## src/rtl/cal_pattern_pkg.sv

```systemverilog
package cal_pattern_pkg;
    localparam int SEED_W  = 8;
    localparam int SLOT_W  = 2;
    localparam int IDX_W   = SEED_W + SLOT_W;
    localparam int HALF_W  = 16;
    localparam int WORD_W  = 2 * HALF_W;

    typedef logic [IDX_W-1:0]  idx_t;
    typedef logic [WORD_W-1:0] word_t;

    typedef struct packed {
        logic [SEED_W-1:0] seed;
        logic [SLOT_W-1:0] slot;
    } pos_t;

    typedef struct packed {
        logic [HALF_W-1:0] hi;
        logic [HALF_W-1:0] lo;
    } split_word_t;

    function automatic word_t expand(input idx_t n);
        pos_t        p;
        split_word_t w;
        p    = pos_t'(n);
        w.lo = {HALF_W{p.seed[{p.slot, 1'b0}]}};
        w.hi = {HALF_W{p.seed[{p.slot, 1'b1}]}};
        return word_t'(w);
    endfunction
endpackage

```

## src/rtl/cal_pattern_expand.sv

```systemverilog
module cal_pattern_expand
    import cal_pattern_pkg::*;
(
    input  idx_t  idx,
    output word_t word
);
    assign word = expand(idx);
endmodule

```

## src/rtl/cal_pattern_seq.sv

```systemverilog
module cal_pattern_seq
    import cal_pattern_pkg::*;
(
    input  logic clk,
    input  logic rst,
    input  logic restart,
    input  logic advance,
    output idx_t idx,
    output logic at_end
);
    localparam idx_t LAST_IDX = idx_t'((1 << IDX_W) - 1);

    always_ff @(posedge clk) begin
        if (rst || restart) idx <= '0;
        else if (advance)   idx <= idx + idx_t'(1);
    end

    assign at_end = (idx == LAST_IDX);
endmodule

```

## src/rtl/cal_pattern_gen.sv

```systemverilog
module cal_pattern_gen
    import cal_pattern_pkg::*;
(
    input  logic        clk,
    input  logic        rst,
    input  logic        restart,
    input  logic        out_ready,
    output logic        out_valid,
    output logic [31:0] out_data,
    output logic [9:0]  out_index,
    output logic        out_last,
    input  logic [9:0]  lk_index,
    output logic [31:0] lk_data
);
    idx_t cur_idx;
    logic xfer;

    assign out_valid = 1'b1;
    assign xfer      = out_valid && out_ready;

    cal_pattern_seq u_seq (
        .clk     (clk),
        .rst     (rst),
        .restart (restart),
        .advance (xfer),
        .idx     (cur_idx),
        .at_end  (out_last)
    );

    cal_pattern_expand u_stream_exp (.idx(cur_idx),  .word(out_data));
    cal_pattern_expand u_lookup_exp (.idx(lk_index), .word(lk_data));

    assign out_index = cur_idx;
endmodule

```

## config.mk

```make
export PLATFORM = sky130hd
export DESIGN_NAME = cal_pattern_gen
export DESIGN_NICKNAME = d
export VERILOG_FILES = /design/src/rtl/cal_pattern_pkg.sv /design/src/rtl/cal_pattern_expand.sv /design/src/rtl/cal_pattern_seq.sv /design/src/rtl/cal_pattern_gen.sv
export SDC_FILE = /design/constraint.sdc
export NUM_CORES = 1
export LEC_CHECK = 0
export BUFFER_PORTS_ARGS = -buffer_cell sky130_fd_sc_hd__buf_2
export CELL_PAD_IN_SITES_DETAIL_PLACEMENT = 0
export CELL_PAD_IN_SITES_GLOBAL_PLACEMENT = 1
export CORE_UTILIZATION = 22
export DETAILED_ROUTE_END_ITERATION = 7
export PLACE_DENSITY_LB_ADDON = 0.12
export SETUP_SLACK_MARGIN = 0.15
export SYNTH_ARGS = -nofsm -noshare
export SYNTH_HDL_FRONTEND = slang
export SYNTH_SLANG_ARGS = --single-unit
```

## constraint.sdc

```tcl
create_clock -name clk -period 2 [get_ports clk]
set_input_delay 0.6 -clock clk [delete_from_list [all_inputs] [get_ports clk]]
set_output_delay 0.6 -clock clk [all_outputs]
set_load 0.005 [all_outputs]
```

==> run summary <==
Run status: finished with violations
Failing checks: negative setup slack
Io pins: 90
Largest net degree at the start of global routing: 11
Fin. max-slew vios: 0
Routed len/inst: 14.0 µm
Worst-skew pair later-pin latency: 0.24 ns
RSZ-0062 raised after global routing: yes
Worst r2r path cells: 6
Top post-synthesis cells by area: buf_4 (45%), dfxtp_1 (20%), mux4_2 (6.6%), mux4_1 (2.6%), xor2_1 (2.6%)
Grt peak-use layer: met1
Vias per cell: 4.40
Most common cell after layout, fill and taps aside: buf_2
Setup total negative slack: -0.206 ns
Startpoint Class: primary input
Iteration-0 DRC Markers: 11
Congestion Overflow GR: 0
Seq cells post-synth: 10
Worst Slack Setup Final: -0.0114 ns
Setup Viol. Count Final: 30
Routed via count: 933
Die W: 70.1 µm
Slowest CP cell: mux4_2
Met3 usage: 1.30%
Initial antenna violation count: 0
Synth Instances: 117
Fin nets: 177
Endpoints failing hold: 0
Total power draw: 0.559 mW
Final core utilization: 30.6%
H-tree depth: 1
IO Port Bufs: 88
Crit-path cells: buf_12, mux4_2, buf_2
CP Data Required Time: 1.40 ns
Critical Path Fanout Max: 8
Routing usage on met1: 17.5%
FP Rows: 24
Root Buffer: clkbuf_8
Clock Tree Buf Depth: 2
Post-synthesis cell type count: 25
Warnings, synthesis: 0
All-Layer GR Usage: 11.8%
Core Footprint: 4410 µm²
Post-route ant nets: 0
Worst setup path class: in -> out
First-pass GRT wire length: 4350 µm
Post-Syn Area: 1020 µm²
Inst Count DP: 201
Share of the synthesized area in the top cell type: 44.9%
Vias in the first global route: 805
Largest delay share family, worst path: multiplexers
CTS tree: yes
Cts hold-fix bufs: 0
Share of cells above drive strength 1: 77.5%
Worst Skew: 0.00330 ns
TritonCTS Buffers: 3
Stages on worst setup path: 3
Crit end category: output pin
Sink Count: 10
Crit path buf inv count: 2
Peak Freq: 0.497 GHz
Syn Nets: 132
TritonRoute pass-1 iters: 4
Initial Util: 23.1%
Layout area overhead: 32.5%
Max-cap violation count: 0
Power Density: 414 nW/µm²
Number of flip-flops in the largest register: 10
Largest regs: u_seq.idx (10)
GRT met2 Usage: 17.2%
Final period util: 101%
Average size of a mapped cell: 8.72 µm²
Period minus WS final: 2.01 ns
FF-to-FF setup slack: 0.41 ns
Final wirelength: 2960 µm
Leakage: 0.704 nW
Fin cells: 212
# diodes: 0
Biggest register: u_seq.idx
Gpl congestion: 0.701
Worst-path clk slew: 0.05 ns
Worst EP arrival: 1.41 ns
DRC: 0
Crit-path max cell delay: 0.56 ns
Die area: 4910 µm²
Most frequent cells in the layout: buf_2 (84), buf_4 (9), mux4_2 (8), dfxtp_2 (6)
Final HPWL DP: 1640 µm
Die H: 70.1 µm
Hold crit path type: reg -> reg
Seq/Total Area, Yosys: 19.6%
Cell accounting for the most synthesized area: buf_4
Cell count of the worst hold path: 2
Worst IR drop on VDD: 0.000227 V
report_power, final:
part | switching [mW] | total (mW) | internal, mW
combinational | 0.0656 | 0.145 | 0.0794
clock | 0.0794 | 0.211 | 0.132
sequential | 0.00308 | 0.203 | 0.199
total | 0.148 | 0.559 | 0.411
area by class of cell:
type                       instances  area [µm²]
multi-input combinational         47         458
fill                             478        3060
inverter                           1        3.75
tap                               52        65.1
clock buffer                       3        41.3
sequential                        10         215
timing repair buffer              99         568
layer usage:
layer / vias up / part of all wire [%]
li1: 444 / -
met5: - / 0
met3: 4 / 3.7
met4: 0 / 1.1
met2: 48 / 45
met1: 437 / 50
final timing paths:
kind | to | from
hold / removal | u_seq.idx[8] | u_seq.idx[8]
setup / recovery | lk_data[21] | lk_index[0]
setup reg to reg | u_seq.idx[8] | u_seq.idx[0]
hold reg to reg | u_seq.idx[8] | u_seq.idx[8]
cells in the mapped netlist:
library cell  instances
xor2_1                3
or4_1                 3
nor2_1                5
o21ai_0               2
nand3_1               4
buf_4                61
ha_1                  1
conb_1                1
a21oi_1               5
nand4_1               2
inv_1                 1
nand2_1               2
or2_2                 1
nand3_2               1
xnor2_1               1
nand4_4               1
buf_2                 1
mux4_1                1
or3_1                 2
mux4_2                3
clkbuf_1              1
o31ai_1               3
dfxtp_1              10
mux2i_1               1
nor3_1                1
what timing repair did:
action	4_1_cts	5_1_grt
gates resized for setup	18	8
pin swaps	2	1
buffers inserted	4	0
setup endpoints to repair	65	65
gates cloned	4	0
through the flow:
| stage | instance area, µm² | worst slack (ns) | hold slack, ns |
|---|---|---|---|
| after floorplan | 1020 | 0.000765 | 0.490 |
| after global placement | 1110 | -0.0964 | 0.522 |
| after detailed placement | 1110 | -0.118 | 0.521 |
| after CTS | 1320 | -0.0318 | 0.530 |
| after global routing | 1350 | -0.0471 | 0.570 |
| final | 1350 | -0.0114 | 0.530 |
cell families (layout without fill, tap and decap cells):
logic type               Yosys count  count (layout)  synth area share [%]
other                              1               1                 0.368
adder cells (fa/ha/maj)            1               1                  1.23
AND/OR/NAND/NOR                   22              22                  13.4
buffers and inverters             64             103                  46.1
multiplexers                       5               9                  10.2
flip-flops                        10              10                  19.6
XOR/XNOR                           4               4                  3.44
AO/OA/AOI/OAI                     10              10                  5.64
worst register-to-register path, delay by kind of cell, from the launching register on:
| kind | cells | cell delay (ns) |
|---|---|---|
| adders and majority gates | 1 | 0.14 |
| DFF | 1 | 0.39 |
| and+or+nand+nor | 2 | 0.62 |
| buffers and inverters | 2 | 0.25 |
| AOI/OAI and AO/OA | 1 | 0.15 |
(Power assumes the default switching activity.)
